==> src/rtl/lapic_timer.sv <==
module lapic_timer #(
  parameter int CNT_W = 32,
  parameter int VEC_W = 8,
  parameter int PRE_W = 7
) (
  input  logic             clk,
  input  logic             rst_n,
  input  logic             reg_we,
  input  logic [1:0]       reg_addr,
  input  logic [31:0]      reg_wdata,
  output logic [31:0]      reg_rdata,
  output logic             irq_valid,
  output logic [VEC_W-1:0] irq_vector
);
  localparam logic [1:0] A_ENTRY = 2'd0, A_INIT = 2'd1, A_CUR = 2'd2, A_DIV = 2'd3;

  logic [VEC_W-1:0] vec_q;
  logic             mask_q, per_q, first_q, armed_q;
  logic [2:0]       dcode_q;
  logic [CNT_W-1:0] ic_q, ph_q, cur;
  logic [PRE_W-1:0] pre_q, pre_lim;
  logic [2:0]       shift;
  logic             tick, wrap, ic_nz;
  logic             ent_wr, init_wr, div_wr, new_mask, new_per;

  assign shift   = (dcode_q == 3'd7) ? 3'd0 : dcode_q + 3'd1;
  assign pre_lim = (PRE_W'(1) << shift) - PRE_W'(1);
  assign tick    = pre_q >= pre_lim;
  assign ic_nz   = ic_q != '0;
  assign wrap    = tick && ic_nz && ph_q == '0;
  assign cur     = (!per_q && !first_q) ? '0 : ph_q;

  assign ent_wr   = reg_we && reg_addr == A_ENTRY;
  assign init_wr  = reg_we && reg_addr == A_INIT;
  assign div_wr   = reg_we && reg_addr == A_DIV;
  assign new_mask = reg_wdata[16];
  assign new_per  = reg_wdata[17];

  always_ff @(posedge clk) begin
    if (!rst_n) begin
      vec_q      <= '0;
      mask_q     <= 1'b1;
      per_q      <= 1'b0;
      dcode_q    <= '0;
      ic_q       <= '0;
      ph_q       <= '0;
      first_q    <= 1'b0;
      armed_q    <= 1'b0;
      pre_q      <= '0;
      irq_valid  <= 1'b0;
      irq_vector <= '0;
    end else begin
      irq_valid  <= wrap && armed_q && !mask_q && (per_q || first_q);
      irq_vector <= vec_q;
      pre_q      <= tick ? '0 : pre_q + PRE_W'(1);
      if (tick && ic_nz) begin
        ph_q <= (ph_q == '0) ? ic_q : ph_q - CNT_W'(1);
      end
      if (wrap) begin
        first_q <= 1'b0;
        armed_q <= armed_q && !mask_q && per_q;
      end
      if (init_wr) begin
        ic_q    <= CNT_W'(reg_wdata);
        ph_q    <= CNT_W'(reg_wdata);
        pre_q   <= '0;
        first_q <= 1'b1;
        armed_q <= !mask_q && reg_wdata != '0;
      end
      if (ent_wr) begin
        vec_q  <= reg_wdata[VEC_W-1:0];
        mask_q <= new_mask;
        per_q  <= new_per;
        if (per_q && !new_per && !first_q)
          armed_q <= 1'b0;
        else if (mask_q && !new_mask && !armed_q && ic_nz)
          armed_q <= new_per || first_q;
      end
      if (div_wr) dcode_q <= {reg_wdata[3], reg_wdata[1:0]};
    end
  end

  always_comb begin
    case (reg_addr)
      A_ENTRY: reg_rdata = {14'd0, per_q, mask_q, 8'd0, 8'(vec_q)};
      A_INIT:  reg_rdata = 32'(ic_q);
      A_CUR:   reg_rdata = 32'(cur);
      default: reg_rdata = {28'd0, dcode_q[2], 1'b0, dcode_q[1:0]};
    endcase
  end
endmodule


==> config.mk <==
export PLATFORM = sky130hd
export DESIGN_NAME = lapic_timer
export DESIGN_NICKNAME = d
export VERILOG_FILES = /design/src/rtl/lapic_timer.sv
export SDC_FILE = /design/constraint.sdc
export NUM_CORES = 1
export LEC_CHECK = 0
export BUFFER_PORTS_ARGS = -buffer_cell sky130_fd_sc_hd__buf_2
export CAP_MARGIN = 20
export CORE_MARGIN = 2
export CORE_UTILIZATION = 35
export DETAILED_ROUTE_END_ITERATION = 10
export PLACE_DENSITY = 0.64
export SETUP_SLACK_MARGIN = 0.5
export SYNTH_ARGS = -nofsm -noshare
export SYNTH_HDL_FRONTEND = slang
export SYNTH_SLANG_ARGS = --single-unit
==> constraint.sdc <==
create_clock -name clk -period 4.1 [get_ports clk]
set_clock_uncertainty 0.2 [all_clocks]
set_input_delay 0.82 -clock clk [delete_from_list [all_inputs] [get_ports clk]]
set_output_delay 0.82 -clock clk [all_outputs]
set_load 0.05 [all_outputs]
==> results.yml, run 1 <==
drt:
  vias: 5555
  postRouteAntennaNets: 0
  drc_errors: 0
  wl_per_cell_um: 17.6
  drt_iter0_drc: 354
  vias_per_cell: 5.68
  wl_um: 17200
  firstDrtPassIters: 4
critical_path:
  critical_path_class: "primary input to output pin"
  required_ns: 3.08
  critical_path_peak_fanout: 27
  startpoint: "reg_addr[1]"
  crit_path_start_kind: "primary input"
  end_kind: "output pin"
  r2r_cells: 14
  worst_r2r_endpoint: "irq_valid"
  reg2reg_setup_slack_ns: 0.84
  worstPathArrival_ns: 2.43
  setup.worst_path.end: "reg_rdata[16]"
  reg2reg_from: "dcode_q[0]"
clocking:
  ctsHtreeMaxLevel: 3
  cts_buffers: 9
  clockRootBuffer: "clkbuf_16"
  cts.path.max_buffers: 2
  clock-sinks: 95
  clock_latency_ns: 0.36
  path_clk_slew_ns: 0.06
  cts_tree: "built"
  postCtsHoldBufs: 0
timing:
  setup_tns_ns: 0
  fin_crit_sh_pct: 84.1
  setup_viol: 0
  max_freq_mhz: 290
  finalCriticalPeriod_ns: 3.45
  worst_pin_slew_ns: 0.882
  holdWs_ns: 0.263
  finalHoldViolCount: 0
  slew_viol_final: 0
  slew_headroom_pct: 40.7
  rsz0062_at_grt: "no"
  fin_ws_ns: 0.650
finish:
  final_net_count: 806
  syn2layout_area_growth_pct: 14.9
  drive_gt1_share_pct: 17.6
  final_cells: 978
  fill_cells: 1674
  diodes: 0
logic_synthesis:
  syn_inst: 715
  ys.flop_type: "dfxtp_1"
  async_flop_share_pct: 0
  synth_area_um2: 5600
  yosysWarnings: 0
  synth.distinct_cells: 57
  synth_nets: 763
  synth_edf_count: 0
  syn_area_per_cell_um2: 7.83
  synth-seq-area-share_pct: 34.0
  ys_ff_latch: 95
placed_design:
  dpl.hpwl_um: 12000
  port_buffers: 77
  place_congestion: 0.868
  place_inst: 960
  dp_slack_ns: 0.664
min_path:
  holdPathStages: 1
  hp-class: "flop to flop"
die:
  die-area_um2: 17000
  ios: 78
  die_x_um: 130
  rows: 46
  start_util_pct: 35.5
  core_area_um2: 15800
  die_h_um: 130
power:
  fin_total_pwr_mw: 3.50
  peakVddDrop_mv: 0.315
  p_per_area_nw_per_um2: 544
  p_leak_nw: 2.47
grt:
  antenna_found_initial: 0
  grt_pass1_wl_um: 26800
  grt_max_degree: 54
  grt_pass1_vias: 5026
  grt_use_total_pct: 20.1
  overflow: 0
run:
  maxCapViolCount: 0
outcome:
  outcome: "completed"
## repair_timing
action                     4_1_cts  5_1_grt
resized for setup                0        3
setup endpoints to repair        0       14
setup buffers                    0        2
## worst max-delay path, stage by stage
cell	delay, ns
buf_2	0.30
nor3b_2	0.37
buf_4	0.40
nand2_1	0.11
o21ai_1	0.13
buf_2	0.30
## area by class of cell
cell class	count	area [um2]	area share [%]
repair buffers	94	526	8.17
multi-input cells	551	3440	53.4
inverters	7	26.3	0.409
well taps	216	270	4.20
flip-flops and latches	95	1900	29.6
clock buffers	9	225	3.50
clock inverters	6	45.0	0.700
## synth_stat cells (15+ instances only)
library cell / n / area [um2]
a21boi_0: 42 / 315
a21oi_1: 54 / 270
a22o_1: 22 / 193
clkbuf_1: 51 / 191
dfxtp_1: 95 / 1900
mux2i_1: 16 / 160
nand2_1: 114 / 428
nand3_1: 19 / 95.1
nor2_1: 37 / 139
nor4_1: 28 / 175
o21ai_0: 41 / 205
xnor2_1: 15 / 131
## power by group
| part | internal, mW | switching [mW] | total (mW) |
|---|---|---|---|
| Clock | 0.413 | 0.388 | 0.800 |
| Combinational | 0.579 | 0.931 | 1.51 |
| Sequential | 1.02 | 0.171 | 1.19 |
## placed cells by master, fill, tap and decap left out, types with 11 or more instances in the layout
cell,n
and2_1,11
nor4_1,28
nand3_1,19
a21oi_1,54
a211o_1,12
a21boi_0,42
nand4_1,13
buf_4,16
buf_2,77
o21ai_0,34
xnor2_1,15
a22o_1,22
o211ai_1,13
xor2_1,12
dfxtp_1,95
nor3_1,12
nor2_1,37
mux2i_1,16
nand2_1,113
ha_1,11
## cell families after synthesis
logic type	synth area share [%]
AOI/OAI and AO/OA	26.7
DFF	34.0
xor gates and xnor gates	4.23
buffers and inverters	4.96
adders and majority gates	2.46
muxes	3.47
and+or+nand+nor	24.2
## worst min path at each step
stage,from,to,slack [ns]
3_5_place_dp,pre_q[0],pre_q[0],0.26
5_1_grt,vec_q[2],irq_vector[2],0.31
4_1_cts,pre_q[0],pre_q[0],0.27
2_1_floorplan,pre_q[0],pre_q[0],0.23
6_report,pre_q[0],pre_q[0],0.26
3_3_place_gp,pre_q[0],pre_q[0],0.25
## per-layer routing
layer	share of wire [%]	track usage, %	vias up
met2	46	31.3	186
met3	6.5	4.36	34
met5	0	0	-
li1	-	-	2684
met1	45	27.3	2651
met4	2.6	8.32	0
## sequential cells by signal, summed over array words and instances, names as in the netlist
name and count:
ic_q 32, ph_q 32, irq_vector 8, vec_q 8
pre_q 7, dcode_q 3, armed_q 1, first_q 1
irq_valid 1, mask_q 1, per_q 1
## stage by stage
stage / util (%) / instance area [um2]
after floorplan: - / 5600
after global placement: 38.9 / 6140
after detailed placement: 38.9 / 6140
after CTS: 40.6 / 6410
after global routing: 40.8 / 6430
final: 40.8 / 6430
Note: power is estimated with default switching activity, not from simulation.
==> run 2, diff against run 1 <==
- clock period: 4.1 -> 3.3 ns (I/O delays scaled with it)
==> run 2 against run 1 <==
Net effect:
- critical path depth rose by 7
- register-to-register slack worse by 0.45 ns
- via count rose by 0.56%
- final area up 5.0%
- worst hold slack improved by 0.0025 ns
- clock-buffer cell count up 1
- highest routed layer unchanged
==> results.yml, run 2 (synthesized netlist as in run 1, its figures left out) <==
power:
  switching_power_mw: 1.89
  combPwrFrac_pct: 42.6
  fin_total_pwr_mw: 4.59
  p_seq_share_pct: 32.1
  peakVddDrop_mv: 0.338
  clock_power_share_pct: 25.4
  p_per_area_nw_per_um2: 680
  p_int_mw: 2.70
  p_leak_nw: 2.58
  p_sw_share_pct: 41.2
placed_design:
  dp_slack_ns: 0.235
  post_dp_cell_area_um2: 6280
  dpl.hpwl_um: 12200
  port_buffers: 77
  place_inst: 963
  place_congestion: 0.885
drt:
  wl_per_cell_um: 17.8
  postRouteAntennaNets: 0
  drc_errors: 0
  firstDrtPassIters: 6
  wl_um: 17500
  vias: 5586
  vias_per_cell: 5.68
  drt_iter0_drc: 487
critical_path:
  worstPathArrival_ns: 3.00
  critical_path_peak_fanout: 7
  required_ns: 3.39
  end_kind: "flop"
  crit_path_start_kind: "flop"
  critical_path_class: "flop to flop"
timing:
  fin_ws_ns: 0.388
  rsz0062_at_grt: "yes"
  fin_crit_sh_pct: 88.2
  slew_headroom_pct: 36.0
  finalHoldViolCount: 0
  slew_viol_final: 0
  setup_tns_ns: 0
  max_freq_mhz: 343
  setup_viol: 0
  finalCriticalPeriod_ns: 2.91
  worst_pin_slew_ns: 0.952
clocking:
  clock_latency_ns: 0.36
  path_clk_slew_ns: 0.07
  clock-sinks: 95
  clockRootBuffer: "clkbuf_16"
  cts_buffers: 9
  postCtsHoldBufs: 0
  cts.path.max_buffers: 2
  cts_tree: "built"
  ctsHtreeMaxLevel: 3
finish:
  biggestRegsByFlops: "ic_q (32), ph_q (32)"
  seq_area_um2: 1910
  layout_common_cells: "112 x nand2_1, 92 x dfxtp_1, 77 x buf_2, 49 x a21oi_1, 42 x a21boi_0"
  multi_input_area_um2: 3630
  final_common_cell: "nand2_1"
  fill_cells: 1630
  drive_gt1_share_pct: 24.3
  finish.instance_area_um2: 6750
  final_cells: 984
  final_net_count: 811
  diodes: 0
  syn2layout_area_growth_pct: 20.7
min_path:
  hp-class: "flop to flop"
grt:
  grt_pass1_vias: 5108
  grt_use_total_pct: 20.8
  overflow: 0
  antenna_found_initial: 0
  grt_pass1_wl_um: 27700
  grt_max_degree: 51
die:
  start_util_pct: 35.5
  die_x_um: 130
  ios: 78
  rows: 46
  die_h_um: 130
  core_area_um2: 15800
  die-area_um2: 17000
outcome:
  outcome: "completed"
run:
  maxCapViolCount: 0
## run 2: critical path, cell delays in order, from the launching register on
cell     delay, ns
dfxtp_4       0.34
or3_4         0.39
ha_4          0.19
nor2_4        0.08
a21oi_2       0.04
nor2_1        0.08
a31oi_1       0.05
ha_1          0.34
nand3_1       0.07
and3_1        0.19
o21ai_2       0.10
nand2_4       0.13
or4_4         0.52
a31oi_1       0.13
## run 2: layout make-up
cell class	instances	share of cell area [%]
multi-input combinational	550	53.7
sequential	95	28.3
timing repair buffer	100	8.80
tap	216	4.00
clock buffer	10	3.39
clock inverter	6	1.37
inverter	7	0.389
## run 2: what timing repair did
item	CTS	global route
buffers inserted	2	3
gates cloned	0	0
setup endpoints to repair	64	69
resized for setup	10	19
pin swaps	2	10
## run 2: routing by layer
metal | routed length [um] | share of wire, % | global-route usage (%) | vias to the layer above
met1 | 7980 | 45 | 28.8 | 2682
li1 | - | - | - | 2702
met5 | 0 | 0 | 0 | -
met4 | 482 | 2.7 | 9.64 | 0
met3 | 858 | 4.9 | 2.52 | 32
met2 | 8220 | 47 | 32.4 | 170
## run 2: final timing paths
kind	from	to	slack, ns	cells past startpoint
setup / recovery	dcode_q[0]	ph_q[12]	0.39	13
hold / removal	pre_q[0]	pre_q[0]	0.27	1
setup reg to reg	dcode_q[0]	ph_q[12]	0.39	13
hold reg to reg	pre_q[0]	pre_q[0]	0.27	1
## run 2: stage by stage
step	hold WS (ns)	utilization, %
finish	0.266	42.8
global placement	0.244	39.8
CTS	0.265	42.2
floorplan	0.226	-
global route	0.280	42.8
detailed placement	0.249	39.8
## run 2: power by group through the flow
| stage | Sequential (mW) | Clock (mW) | Combinational [mW] |
|---|---|---|---|
| after floorplan | 1.40 | 0 | 1.49 |
| after global placement | 1.49 | 0 | 1.82 |
| after detailed placement | 1.49 | 0 | 1.84 |
| after CTS | 1.46 | 1.18 | 1.86 |
| after global routing | 1.50 | 1.23 | 2.13 |
| final | 1.47 | 1.16 | 1.95 |
==> run 3, diff against run 2 <==
- ABC_AREA: unset -> 1
==> run 3 against run 2 <==
Net effect:
- worst hold slack worse by 0.022 ns
- highest routed layer unchanged
- global-route usage is 1.2 points higher
- die area is 8.0% higher
- critical path depth is 6 lower
- first-iteration DRC count is 2.3% lower
- sequential cell count stayed put
- sequential share of layout area is 1.6 points lower
==> results.yml, run 3 <==
critical_path:
  path_common_cell: "buf_2"
  cp_slowest_cell: "buf_2"
  critical_path_peak_fanout: 16
  end_kind: "output pin"
  critPathTopFamily: "buffers and inverters"
  worstPathArrival_ns: 1.85
  critical_path_class: "primary input to output pin"
  crit_path_start_kind: "primary input"
  required_ns: 2.44
  slowest_delay_ns: 0.33
  cp.buffers_inverters: 4
  path_cells: "buf_2 > inv_1 > nor2_1 > nand2_1 > buf_4 > o22ai_1 > buf_2"
clocking:
  clock-sinks: 95
  cts_buffers: 9
  postCtsHoldBufs: 0
  cts_setup_buffers: 0
  cts_tree: "built"
  clockRootBuffer: "clkbuf_16"
  path_clk_slew_ns: 0.07
  cts.path.max_buffers: 2
  clock_latency_ns: 0.36
  ctsHtreeMaxLevel: 3
placed_design:
  place_congestion: 0.983
  place_inst: 1287
  post_dp_cell_area_um2: 6670
  dpl.hpwl_um: 14700
  port_buffers: 77
logic_synthesis:
  ys_ff_latch: 95
  async_flop_share_pct: 0
  yosys-top-cells-count: "271 x nand2_1, 167 x nor2_1, 131 x inv_1"
  synth_area_um2: 6060
  synth_edf_count: 0
  yosysWarnings: 0
  synth_nets: 1056
  netlist_top_cells_area: "dfxtp_1 31%, nand2_1 17%, nor2_1 10%, inv_1 8.1%, nand3_1 7.0%"
  synth_most_common_cell: "nand2_1"
  ys.flop_type: "dfxtp_1"
  synth.distinct_cells: 32
  synth-seq-area-share_pct: 31.4
  syn_area_per_cell_um2: 6.01
  yosysTopAreaCell: "dfxtp_1"
  syn_inst: 1008
  netlist.area_leader.share_pct: 31.4
timing:
  worst_pin_slew_ns: 0.604
  rsz0062_at_grt: "no"
  slew_viol_final: 0
  fin_crit_sh_pct: 82.2
  finalHoldViolCount: 0
  max_freq_mhz: 369
  setup_viol: 0
  slew_headroom_pct: 59.7
  setup_tns_ns: 0
  finalCriticalPeriod_ns: 2.71
die:
  die_x_um: 136
  die-area_um2: 18400
  rows: 48
  start_util_pct: 35.4
  die_h_um: 136
  core_area_um2: 17100
  ios: 78
drt:
  vias: 6570
  firstDrtPassIters: 5
  vias_per_cell: 5.03
  postRouteAntennaNets: 0
  drc_errors: 0
  drt_iter0_drc: 476
  wl_um: 20200
  wl_per_cell_um: 15.5
grt:
  grt_max_degree: 36
  grt_pass1_wl_um: 31700
  grt_pass1_vias: 6115
  grt_use_total_pct: 22.0
  antenna_found_initial: 0
  overflow: 0
finish:
  finish.instance_area_um2: 7140
  fill_cells: 1867
  diodes: 0
  drive_gt1_share_pct: 15.6
  final_common_cell: "nand2_1"
  syn2layout_area_growth_pct: 17.9
  biggestRegsByFlops: "ic_q (32), ph_q (32)"
  layout_common_cells: "265 x nand2_1, 166 x nor2_1, 128 x inv_1, 92 x dfxtp_1, 85 x nand3_1"
  final_net_count: 1124
  final_cells: 1306
run:
  maxCapViolCount: 0
min_path:
  hp-class: "flop to flop"
power:
  p_per_area_nw_per_um2: 783
  p_leak_nw: 3.48
  peakVddDrop_mv: 0.326
outcome:
  outcome: "completed"
[run 3: path summary, 6_finish.rpt]
kind / start / end / slack (ns) / cells past startpoint
hold reg to reg: vec_q[3] / irq_vector[3] / 0.24 / 2
setup / recovery: reg_addr[1] / reg_rdata[31] / 0.59 / 7
setup reg to reg: dcode_q[1] / ph_q[20] / 0.63 / 21
hold / removal: vec_q[3] / irq_vector[3] / 0.24 / 2
[run 3: logic make-up (layout without fill, tap and decap cells)]
family | after synthesis | in the layout | share of synthesized area, %
buffers and inverters | 181 | 254 | 11.7
and+or+nand+nor | 579 | 579 | 40.5
adders and majority gates | 11 | 11 | 2.27
DFF | 95 | 95 | 31.4
xor gates and xnor gates | 11 | 11 | 1.59
AOI/OAI and AO/OA | 131 | 131 | 12.6
[run 3: worst min-delay path: cells and delay by family, from the launching register on]
family,cells,cell delay (ns)
buffers and inverters,1,0.03
flip-flops,1,0.32
AND/OR/NAND/NOR,1,0.05
[run 3: area by class of cell]
cell class / instances / area [um2] / share of cell area [%]
multi-input cells: 732 / 3520 / 49.4
flip-flops and latches: 95 / 1910 / 26.8
repair buffers: 92 / 568 / 7.96
inverters: 146 / 553 / 7.75
well taps: 225 / 282 / 3.94
clock buffers: 11 / 253 / 3.54
clock inverters: 5 / 48.8 / 0.684
[run 3: through the flow]
| step | hold slack (ns) | setup slack, ns | power (mW) | utilization [%] |
|---|---|---|---|---|
| after floorplan | 0.221 | 0.559 | 3.62 | - |
| after global placement | 0.232 | 0.514 | 4.37 | 39.0 |
| after detailed placement | 0.233 | 0.434 | 4.38 | 39.0 |
| after CTS | 0.238 | 0.519 | 5.48 | 40.8 |
| after global routing | 0.255 | 0.475 | 6.04 | 41.7 |
| final | 0.244 | 0.587 | 5.59 | 41.7 |
[run 3: repair_timing]
item	4_1_cts	5_1_grt
hold endpoints to repair	0	0
resized for setup	4	32
pin swaps	0	6
cloned	0	3
endpoints found under the setup margin	32	48
[run 3: per-layer routing]
layer	up-vias	GRT usage (%)	wire length, um
met3	42	3.85	1040
met4	0	9.72	755
met1	3006	29.0	9240
met5	-	0	0
li1	3349	-	-
met2	173	35.2	9150
[run 3: power by group]
part	internal (mW)	total, mW	switching (mW)
sequential	1.27	1.42	0.159
combinational	0.987	3.09	2.11
clock	0.569	1.07	0.504
